<file path="config.mk">
export PLATFORM = sky130hd
export DESIGN_NAME = dual_rate_tick_gen
export DESIGN_NICKNAME = d
export VERILOG_FILES = /design/src/rtl/baudgen_pkg.sv /design/src/rtl/pre_divider.sv /design/src/rtl/pow2_divider.sv /design/src/rtl/ext_divider.sv /design/src/rtl/dual_rate_tick_gen.sv
export SDC_FILE = /design/constraint.sdc
export NUM_CORES = 1
export LEC_CHECK = 0
export BUFFER_PORTS_ARGS = -buffer_cell sky130_fd_sc_hd__buf_4
export CAP_MARGIN = 25
export CORE_ASPECT_RATIO = 0.75
export CORE_MARGIN = 5
export CORE_UTILIZATION = 28
export CTS_CLUSTER_DIAMETER = 50
export DETAILED_ROUTE_END_ITERATION = 6
export HOLD_SLACK_MARGIN = 0.06
export PLACE_DENSITY_LB_ADDON = 0.2
export SYNTH_ARGS = -nofsm -noshare
export SYNTH_HDL_FRONTEND = slang
export SYNTH_HIERARCHICAL = 1
export SYNTH_SLANG_ARGS = --single-unit
</file>
<file path="constraint.sdc">
create_clock -name clk -period 3.2 [get_ports clk]
set_clock_uncertainty 0.1 [all_clocks]
set_input_delay 0.48 -clock clk [delete_from_list [all_inputs] [get_ports clk]]
set_output_delay 0.48 -clock clk [all_outputs]
set_load 0.05 [all_outputs]
</file>
<file path="src/rtl/baudgen_pkg.sv">
// Package: shared widths and the prescaler factor decode for the tick generator.
// Assumes an 8-bit register file, with field positions fixed by the rate register layout.
package baudgen_pkg;
    localparam int REG_W    = 8;
    localparam int PRE_SELW = 2;
    localparam int EXP_W    = 3;
    localparam int PRE_CW   = 4;

    // Maps the prescaler select code to its division factor.
    function automatic logic [PRE_CW-1:0] pre_factor(input logic [PRE_SELW-1:0] s);
        case (s)
            2'b00:   pre_factor = 4'd1;
            2'b01:   pre_factor = 4'd3;
            2'b10:   pre_factor = 4'd4;
            default: pre_factor = 4'd13;
        endcase
    endfunction
endpackage

</file>
<file path="src/rtl/pre_divider.sv">
// Shared first stage: emits one enable pulse every 1, 3, 4 or 13 bus clocks.
// Assumes clr is a single-cycle restart request. Factor 1 yields a tick every cycle.
module pre_divider
    import baudgen_pkg::*;
(
    input  logic                clk,
    input  logic                rst_n,
    input  logic                clr,
    input  logic [PRE_SELW-1:0] sel,
    output logic                tick
);
    logic [PRE_CW-1:0] cnt_q;
    logic [PRE_CW-1:0] lim;

    // Terminal count is the decoded factor minus one.
    always_comb begin
        lim  = pre_factor(sel) - 4'd1;
        tick = (cnt_q == lim);
    end

    // Free-running modulo counter, restarted on reset or clear.
    always_ff @(posedge clk) begin
        if (!rst_n || clr)  cnt_q <= '0;
        else if (tick)      cnt_q <= '0;
        else                cnt_q <= cnt_q + 1'b1;
    end
endmodule

</file>
<file path="src/rtl/pow2_divider.sv">
// Power-of-two stage: passes one of every 2**sel input enables.
// Assumes en_in is a single-cycle enable. sel = 0 passes every enable straight through.
module pow2_divider #(
    parameter int SEL_W = 3
) (
    input  logic             clk,
    input  logic             rst_n,
    input  logic             clr,
    input  logic             en_in,
    input  logic [SEL_W-1:0] sel,
    output logic             tick
);
    localparam int CNT_W = (1 << SEL_W) - 1;

    logic [CNT_W-1:0] cnt_q;
    logic [CNT_W-1:0] lim;

    // Terminal count is 2**sel - 1, built as a thermometer mask.
    always_comb begin
        lim = '0;
        for (int i = 0; i < CNT_W; i++) lim[i] = (i < int'(sel));
        tick = en_in && (cnt_q == lim);
    end

    // Counts input enables and wraps on the terminal count.
    always_ff @(posedge clk) begin
        if (!rst_n || clr)  cnt_q <= '0;
        else if (tick)      cnt_q <= '0;
        else if (en_in)     cnt_q <= cnt_q + 1'b1;
    end
endmodule

</file>
<file path="src/rtl/ext_divider.sv">
// Extra receive stage: divides incoming enables by N, or bypasses them when N = 0.
// Assumes div stays stable except across a write, which also pulses clr.
module ext_divider #(
    parameter int W = 8
) (
    input  logic         clk,
    input  logic         rst_n,
    input  logic         clr,
    input  logic         en_in,
    input  logic [W-1:0] div,
    output logic         tick
);
    logic [W-1:0] cnt_q;
    logic         bypass;

    // Selects the bypass path or the terminal-count match.
    always_comb begin
        bypass = (div == '0);
        tick   = bypass ? en_in : (en_in && (cnt_q == div - 1'b1));
    end

    // Counts conventional receive enables while the stage is active.
    always_ff @(posedge clk) begin
        if (!rst_n || clr)           cnt_q <= '0;
        else if (!bypass && tick)    cnt_q <= '0;
        else if (!bypass && en_in)   cnt_q <= cnt_q + 1'b1;
    end
endmodule

</file>
<file path="src/rtl/dual_rate_tick_gen.sv">
// Top: holds the rate and extra-receive registers and chains the divider stages.
// Assumes one write per cycle. Any write restarts every stage from phase zero.
module dual_rate_tick_gen
    import baudgen_pkg::*;
(
    input  logic             clk,
    input  logic             rst_n,
    input  logic             wr_en,
    input  logic             wr_sel,
    input  logic [REG_W-1:0] wr_data,
    output logic             tx_tick,
    output logic             rx_tick
);
    localparam int PRE_LSB = 2 * EXP_W;
    localparam int NDIR    = 2;

    logic [REG_W-1:0] rate_q;
    logic [REG_W-1:0] ext_q;
    logic             pre_tick;
    logic [NDIR-1:0]  dir_tick;
    logic [EXP_W-1:0] dir_sel [NDIR];

    // Register write port, with both registers reset to zero.
    always_ff @(posedge clk) begin
        if (!rst_n) begin
            rate_q <= '0;
            ext_q  <= '0;
        end else if (wr_en) begin
            if (wr_sel) ext_q  <= wr_data;
            else        rate_q <= wr_data;
        end
    end

    // Field extraction: index 0 is transmit, index 1 is receive.
    always_comb begin
        dir_sel[0] = rate_q[PRE_LSB-1:EXP_W];
        dir_sel[1] = rate_q[EXP_W-1:0];
    end

    pre_divider u_pre (
        .clk   (clk),
        .rst_n (rst_n),
        .clr   (wr_en),
        .sel   (rate_q[REG_W-1:PRE_LSB]),
        .tick  (pre_tick)
    );

    for (genvar g = 0; g < NDIR; g++) begin : g_dir
        pow2_divider #(.SEL_W(EXP_W)) u_p2 (
            .clk   (clk),
            .rst_n (rst_n),
            .clr   (wr_en),
            .en_in (pre_tick),
            .sel   (dir_sel[g]),
            .tick  (dir_tick[g])
        );
    end

    ext_divider #(.W(REG_W)) u_ext (
        .clk   (clk),
        .rst_n (rst_n),
        .clr   (wr_en),
        .en_in (dir_tick[1]),
        .div   (ext_q),
        .tick  (rx_tick)
    );

    assign tx_tick = dir_tick[0];
endmodule

</file>
---- Yosys cells after proc, flatten, opt, wreduce, memory -nomap -nowiden ----
Cells that the tools add are included.
operators by class
  $add $sub $neg .......................... 6
  magnitude comparators ................... 14
  equal/unequal tests ..................... 6
  mux-type cells .......................... 2
  bitwise logic cells ..................... 1
  reductions and logical operators ........ 16
operators by type and width
  kind                                                                         number
  3-bit less-than comparator, first input constant                             6
  7-bit by 1-bit adder with 7-bit output, second input constant                2
  7-bit equality test                                                          2
  1-bit by 3-bit less-than comparator with 1-bit output, first input constant  4
  2-bit by 3-bit less-than comparator with 1-bit output, first input constant  4
  4-bit case mux with 3 select lines                                           1
  8-bit by 1-bit adder with 8-bit output, second input constant                1
  8-bit equality test                                                          1
  8-bit zero test                                                              1
  2-bit OR reduction                                                           4
  8-bit by 1-bit subtractor with 8-bit output, second input constant           1
  1-bit logical AND                                                            5
  4-bit by 1-bit adder with 4-bit output, second input constant                1
  4-bit equality test                                                          1
  2-bit AND reduction                                                          2
  4-bit by 1-bit subtractor with 4-bit output, second input constant           1
  2-bit by 1-bit equality test with 1-bit output, second input constant        1
  2-bit equality test, second input constant                                   1
  1-bit zero test                                                              2
  2-bit zero test                                                              1
  1-bit logical OR                                                             1
  1-bit 2-to-1 mux                                                             1
  1-bit inverter                                                               1
storage, ports and cells
  register bits ........................... 42
  output and inout bits ................... 2
  word-level logic and storage cells ...... 51

---- Depth between registers and ports, before layout ----
Gate-level depths: netlist of the first run.
  depth in word-level cells ............... 9
  gate-level depth with buffers ........... 11

---- Modules after synthesis ----
The synthesis of the first run kept the hierarchy.
by module, submodules not included
  module              instances  cells each  area each (um^2)  seq. area each (um^2)
  pow2_divider        2          53          495.5             140.1
  ext_divider         1          85          704.4             160.2
  dual_rate_tick_gen  1          62          620.6             320.3
  pre_divider         1          28          260.2             80.1

---- Worst setup path after synthesis of the first run ----
OpenSTA, ideal clock, no wires.
  path kind ............................... register -> output
  start point ............................. reg rate_q[6]
  end point ............................... out rx_tick
  data arrival time ....................... 2.570 ns
  data required time ...................... 2.620 ns
  path slack .............................. 0.050 ns
  cell stages (with the launch flop) ...... 8
  cell sequence ........................... dfxtp_1 -> ha_1 -> or3_1 -> a211oi_2 -> and3_1 -> buf_1 -> and2_1 -> o21a_1
on the way
  cells in the longest elaborated chain, start to end .. 7
  elaborated cells between the ends (all ways) .. 9
  those cells by class .................... add/sub (1); eq/ne (3); mux (2); reduce/logical (3)
RTL lines
  what                                             RTL line                  source
  start, declared                                  dual_rate_tick_gen.sv:17  logic [REG_W-1:0] rate_q;
  start signal, assigned                           dual_rate_tick_gen.sv:30  else rate_q <= wr_data;
  2-bit equality test (tied with other cells)      baudgen_pkg.sv:11         case (s)
  4-bit case mux with 3 select lines (*)           baudgen_pkg.sv:11
  4-bit by 1-bit subtractor with 4-bit output (*)  pre_divider.sv:17         lim = pre_factor(sel) - 4'd1;
  4-bit equality test (*)                          pre_divider.sv:18         tick = (cnt_q == lim);
  net pre_tick                                     dual_rate_tick_gen.sv:19  logic pre_tick;
  1-bit logical AND (*)                            pow2_divider.sv:22        tick = en_in && (cnt_q == lim);
  net dir_tick[1]                                  dual_rate_tick_gen.sv:20  logic [NDIR-1:0] dir_tick;
  1-bit logical AND                                ext_divider.sv:19         tick = bypass ? en_in : (en_in && (cnt_q == div - 1'b1));
  1-bit 2-to-1 mux (*)                             ext_divider.sv:19
  end, declared                                    dual_rate_tick_gen.sv:12  output logic rx_tick
The timed path passes the listed nets; every way through them passes the cells marked *.

---- Final worst setup path of the first run ----
  start point ............................. reg ext_q[0]
  end point ............................... out rx_tick
on the way
  cells in the longest elaborated chain, start to end .. 4
  elaborated cells between the ends (all ways) .. 5
  those cells by class .................... add/sub (1); eq/ne (1); mux (1); reduce/logical (2)
RTL lines
  what                                         RTL line                  source
  start, declared                              dual_rate_tick_gen.sv:18  logic [REG_W-1:0] ext_q;
  start signal, assigned                       dual_rate_tick_gen.sv:29  if (wr_sel) ext_q <= wr_data;
  8-bit by 1-bit subtractor with 8-bit output  ext_divider.sv:19
  8-bit equality test                          ext_divider.sv:19
  1-bit logical AND                            ext_divider.sv:19
  1-bit 2-to-1 mux (*)                         ext_divider.sv:19
Mark *: on every way between the ends. The rest lies on a longest branch, timed or not.

==> qor.csv, run 1 <==
metric,value,unit
n_antenna_cell,0,
num_vias,2068,
avgSynthCellArea,9.17,µm²
drt_pass1_iterations,4,
first_global_vias,2044,
synthXorXnorAreaFrac,11.2,%
drtAntennaViolNets,0,
clock_latency,0.29,ns
cp-end-kind,output pin,
gr-usage-all-layers,11.2,%
fp.dieArea,11200,µm²
async_flop_share,0,%
netlist_instances,281,
crit_path_max_fanout,6,
place_congestion,0.752,
tns,0,ns
p_leak,1.02,nW
post-cts-setup-buffers,0,
ios,14,
yosysMostFrequentCell,dfxtp_1,
worstPathRequired,2.62,ns
layout_min_cycle_time,3.07,ns
synthDistinctLibCells,53,
antenna_found_initial,0,
rows,30,
stdcell_count,408,
synth_adder_area_share,3.40,%
dpl.hpwl,4.25,mm
startpoint_type,flip-flop,
drive_gt1_share,13.5,%
die_x,121,µm
yosysSeqAreaShare,32.6,%
hp-class,in2reg,
synth-simple-area-share,25.2,%
fin_crit_sh,95.9,%
synth_compound_area_share,15.8,%
start_util,28.6,%
wl_per_cell,14.0,µm
worst_pin_slew,0.582,ns
grt_overflow,0,
critPathKind,reg2out,
grt_pass1_wl,10.1,mm
cts-root-buf,clkbuf_16,
cts_buffers,5,
fin_nets,314,
drv_cap,0,
drc,0,
syn-num-nets,300,
hold_viol_final,0,
powerDensity,462,nW/µm²
yosys_warnings,6,
wl,5.71,mm
synth-main-ff-cell,dfxtp_1,
critPathArrivalTime,2.49,ns
dieHeight,93.1,µm
finalMaxSlewViolations,0,
cts_buffer_depth,2,
synth_top_family_by_area,simple AND/OR/NAND/NOR gates,
fillerInstances,945,
tritoncts,built,
fin_util,32.7,%
place_inst,399,
drt-initial-drc-count,104,
synth_seq_cells,42,
setup_ws,0.131,ns
cts_htree_levels,2,
maxSlewHeadroom,60.7,%
max-vdd-ir-drop,0.213,mV
port_buffers,13,
setup_violations,0,
rsz0062_at_grt,no,
yosys.area.top_type_share,32.6,%
cts_sinks,42,
synth_top_area_cell,dfxtp_1,
area_growth,14.3,%
synth_area,2580,µm²
ys_top_cells_by_count,"42 x dfxtp_1, 38 x nand2_1, 22 x a211oi_1, 21 x xor2_1, 18 x mux2i_1",
grt_start_max_net_pins,30,
yosys-top-cells-area,"dfxtp_1 33%, xor2_1 7.1%, mux2i_1 7.0%",
clk_pin_slew_worst_paths,0.06,ns
muxShareOfSynthArea,6.99,%
core,9010,µm²
routed_via_density,5.07,
dp_slack,0.305,ns
outcome,completed,
fmax,326,MHz
synth-edff-count,0,
where the power goes:
part / internal [W] / total (W) / leakage, nW / switching, W
Combinational: 0.000119 / 0.000267 / 0.610 / 0.000147
Sequential: 0.000539 / 0.000568 / 0.341 / 0.0000282
Clock: 0.000309 / 0.000525 / 0.0729 / 0.000216
critical path, stage by stage, from the launching register on:
cell and delay [ns]:
dfxtp_1 0.37, inv_2 0.09, ha_4 0.16, or4b_4 0.49
or3_1 0.35, o211ai_1 0.17, and4_1 0.25, o21a_1 0.15
buf_6 0.16
cell families (layout without fill, tap and decap cells):
| group | after synthesis | count (layout) |
|---|---|---|
| and+or+nand+nor | 113 | 113 |
| AOI/OAI and AO/OA | 48 | 48 |
| DFF | 42 | 42 |
| xor gates and xnor gates | 33 | 33 |
| buffers and inverters | 20 | 35 |
| muxes | 18 | 18 |
| adders and majority gates | 7 | 7 |
sequential cells by signal, summed over array words and instances, names as in the netlist:
signal	cells
g_dir.u_p2/cnt_q	14
ext_q	8
rate_q	8
u_ext/cnt_q	8
u_pre/cnt_q	4
layout make-up:
type | instances | area, µm² | area share [%]
timing repair buffer | 21 | 161 | 5.48
clock buffer | 6 | 139 | 4.72
inverter | 6 | 22.5 | 0.765
sequential | 42 | 841 | 28.5
tap | 112 | 140 | 4.76
clock inverter | 2 | 12.5 | 0.425
multi-input combinational | 219 | 1630 | 55.3
path summary, 6_finish.rpt:
path                                        startpoint  cells past startpoint                     endpoint  slack (ns)
worst max-delay path             ext_q[0]$_SDFFE_PN0P_                      8                      rx_tick        0.13
worst min register to register  rate_q[6]$_SDFFE_PN0P_                      2       rate_q[6]$_SDFFE_PN0P_        0.39
worst max register to register  rate_q[0]$_SDFFE_PN0P_                      8  u_ext/cnt_q[4]$_SDFFE_PP0P_        0.38
worst min-delay path                        wr_data[4]                      3       rate_q[4]$_SDFFE_PN0P_        0.37
metal layers:
layer	vias to the layer above	wire (µm)	global-route usage, %
met1	966	3250	16.7
li1	1075	-	-
met5	-	0	0
met4	0	51	2.55
met2	21	2190	15.3
met3	6	214	3.87
stage by stage:
stage	total power, W	instance area (µm²)	hold WS [ns]
floorplan	0.000767	2580	0.331
global placement	0.000839	2770	0.370
detailed placement	0.000839	2770	0.380
CTS	0.00138	2920	0.364
global route	0.00144	2950	0.379
finish	0.00136	2950	0.373
layout by cell type (no fill, tap or decap), drive strengths merged, types with 2 or more instances in the layout:
| cell | instances |
|---|---|
| a211oi | 23 |
| a32oi | 4 |
| and2 | 3 |
| and3 | 3 |
| buf | 21 |
| clkbuf | 6 |
| dfxtp | 42 |
| ha | 7 |
| inv | 6 |
| mux2i | 18 |
| nand2 | 38 |
| nand2b | 5 |
| nand3 | 5 |
| nand3b | 2 |
| nand4 | 10 |
| nand4b | 5 |
| nor2 | 8 |
| nor2b | 4 |
| nor3 | 4 |
| o2111ai | 2 |
| o211ai | 3 |
| o21ai | 3 |
| o22ai | 3 |
| o311ai | 3 |
| or3 | 7 |
| or3b | 5 |
| or4 | 5 |
| xnor2 | 12 |
| xor2 | 21 |
timing repair:
item | CTS | global route
gates resized for setup | 1 | 4
pin swaps | 0 | 0
hold buffers | 0 | 0
endpoints found under the hold margin | 0 | 0
gates cloned | 0 | 0
setup endpoints to repair | 1 | 1
(Power assumes the default switching activity.)
==> run 2, diff against run 1 <==
Settings changed: ABC_AREA from default to 1, CORE_ASPECT_RATIO 0.75 to default.
==> qor.csv, run 2 <==
metric,value,unit,change
p_int,0.000798,W,-18%
n_antenna_cell,0,,unchanged
ios,14,,unchanged
cts_htree_levels,2,,unchanged
gr-usage-all-layers,10.5,%,-0.75 points
synth_top_area_cell,dfxtp_1,,
cts_resized,0,,-1
yosys-top-cells-area,"dfxtp_1 31%, nand2_1 14%, nor2_1 12%",,
largest_register_ffs,14,,unchanged
p_sw_share,33.4,%,+4.6 points
maxSlewHeadroom,77.5,%,+17 points
cp_num_buf_inv,6,,+4
syn-num-nets,444,,+48%
p_comb_share,21.6,%,+2.0 points
post-cts-setup-buffers,0,,unchanged
worst_pin_slew,0.337,ns,-0.244 ns
yosysSeqAreaShare,30.8,%,-1.8 points
tritoncts,built,,
drt_pass1_iterations,4,,unchanged
critPathArrivalTime,2.37,ns,-0.12 ns
largest-register,g_dir.u_p2/cnt_q,,
synth_seq_cells,42,,unchanged
hold_viol_final,0,,unchanged
yosys.area.top_type_share,30.8,%,-1.8 points
rsz0062_at_grt,no,,
wl,5.72,mm,+0.21%
synth-edff-count,0,,unchanged
cts_buffer_depth,2,,unchanged
crit_path_max_fanout,3,,-3
p_sw,0.000400,W,+2.1%
finalInstanceArea,3050,µm²,+3.7%
crit_chain,inv_1 -> ha_1 -> nand2_1 -> inv_1 -> nor2_1 -> nand3_2 -> inv_1 -> nand2_1 -> nor2_1 -> nand2_1 -> nor2_2 -> nand3_2 -> inv_1 -> inv_1 -> a21oi_1 -> buf_4,,
multi_input_comb_area,1550,µm²,-4.6%
seq_area,841,µm²,unchanged
fmax,339,MHz,+3.9%
synth-main-ff-cell,dfxtp_1,,
clk_pin_slew_worst_paths,0.10,ns,+0.04 ns
startpoint_type,flip-flop,,
fin_nets,461,,+47%
first_global_vias,2272,,+11%
num_vias,2344,,+13%
setup_ws,0.247,ns,+0.116 ns
outcome,completed,,
place_congestion,0.787,,+4.6%
post_dp_cell_area,2960,µm²,+6.9%
clock_latency,0.30,ns,about the same
dpl.hpwl,4.45,mm,+4.8%
finalMaxSlewViolations,0,,unchanged
cts_buffers,5,,unchanged
yosys_warnings,6,,unchanged
drtAntennaViolNets,0,,unchanged
async_flop_share,0,%,unchanged
area_growth,11.9,%,
core,9640,µm²,+7.0%
max-vdd-ir-drop,0.161,mV,-24%
crit_top_cell,inv_1,,
crit_family,simple AND/OR/NAND/NOR gates,,
cpPeakStageDelay,0.36,ns,-0.13 ns
grt_overflow,0,,unchanged
drc,0,,unchanged
hp-class,in2reg,,
crit_path_top_delay_cell,dfxtp_1,,
layout_min_cycle_time,2.95,ns,-0.116 ns
setup_violations,0,,unchanged
p_clk_share,31.1,%,-7.5 points
netlist_instances,425,,+51%
drv_cap,0,,unchanged
start_util,28.3,%,-0.30 points
powerDensity,392,nW/µm²,-15%
die_x,109,µm,-10%
port_buffers,13,,unchanged
grt_start_max_net_pins,23,,-23%
avgSynthCellArea,6.42,µm²,-30%
final_cell_mix,"102 x nand2_1, 88 x nor2_1, 68 x inv_1",,
final_common_cell,nand2_1,,
ys_top_cells_by_count,"102 x nand2_1, 88 x nor2_1, 68 x inv_1, 42 x dfxtp_1, 21 x nand3_1",,
synthDistinctLibCells,26,,-51%
rows,36,,+20%
fp.dieArea,11800,µm²,+5.1%
antenna_found_initial,0,,unchanged
drive_gt1_share,13.8,%,+0.26 points
routed_via_density,4.07,,-20%
p_seq_share,47.3,%,+5.6 points
cts-root-buf,clkbuf_8,,
cts_sinks,42,,unchanged
dieHeight,109,µm,+17%
synth_area,2730,µm²,+5.9%
postCtsHoldBufs,0,,unchanged
wl_per_cell,9.94,µm,-29%
grt_pass1_wl,10.1,mm,-0.95%
fillerInstances,1117,,+18%
fin_crit_sh,92.3,%,-3.6 points
drt-initial-drc-count,76,,-27%
cp-end-kind,output pin,,
p_leak,1.39,nW,+36%
tns,0,ns,unchanged
worstPathRequired,2.62,ns,about the same
dp_slack,0.591,ns,+0.285 ns
critPathKind,reg2out,,
yosysMostFrequentCell,nand2_1,,
==> run 2: cells by family (layout without fill, tap and decap cells) <==
family                     after synthesis  after routing  share of synthesized area, %
and+or+nand+nor                        248            248                          41.7
buffers and inverters                   79             97                          12.2
DFF                                     42             42                          30.8
AOI/OAI and AO/OA                       27             27                          4.95
xor gates and xnor gates                22             22                          7.06
adders and majority gates                7              7                          3.21
==> run 2: cell type report <==
class                      instances  share of cell area [%]
tap                              133                    5.45
clock inverter                     3                   0.861
clock buffer                       5                    2.25
timing repair buffer              14                    3.44
multi-input combinational        304                    50.9
inverter                          75                    9.55
sequential                        42                    27.5
==> run 2: final timing paths <==
check	slack (ns)	startpoint	end	cells after the start
worst min register to register	0.39	u_pre/cnt_q[0]$_SDFF_PP0_	u_pre/cnt_q[0]$_SDFF_PP0_	1
worst min-delay path	0.32	wr_data[3]	ext_q[3]$_SDFFE_PN0P_	3
worst max-delay path	0.25	rate_q[6]$_SDFFE_PN0P_	rx_tick	16
worst max register to register	0.79	rate_q[6]$_SDFFE_PN0P_	u_ext/cnt_q[7]$_SDFFE_PP0P_	18
==> run 2: per-layer routing <==
layer	wire length (µm)	share of wire, %	up-vias	GRT usage, %
li1	-	-	1315	-
met1	2920	51	1011	13.7
met2	2570	45	16	17.4
met3	187	3.3	2	2.19
met4	44	0.77	0	2.98
met5	0	0	-	0
==> run 2: power by group through the flow <==
stage,clock (W),combinational (W),sequential [W]
floorplan,0,0.000205,0.000573
CTS,0.000395,0.000264,0.000568
global route,0.000412,0.000300,0.000571
detailed placement,0,0.000262,0.000580
finish,0.000372,0.000259,0.000567
global placement,0,0.000260,0.000580
==> run 2: through the flow <==
stage	hold slack, ns	utilization [%]	power [W]	instances
3_5_place_dp	0.375	30.7	0.000842	568
3_3_place_gp	0.367	30.7	0.000840	568
5_1_grt	0.307	31.7	0.00128	576
6_report	0.320	31.7	0.00120	576
4_1_cts	0.307	31.7	0.00123	576
2_1_floorplan	0.341	-	0.000778	425
==> run 2: worst reg2reg max path, stage by stage (launching register included) <==
cell and delay, ns:
dfxtp_1 0.36, inv_1 0.05, ha_1 0.30, nand2_1 0.07
inv_1 0.03, nor2_1 0.11, nand3_2 0.10, inv_1 0.08
nand2_1 0.06, nor2_1 0.08, nand2_1 0.07, nor2_2 0.09
nand3_2 0.10, inv_1 0.13, nand2_4 0.09, inv_4 0.10
nand4_1 0.11, nand2_2 0.17, nor2_1 0.06
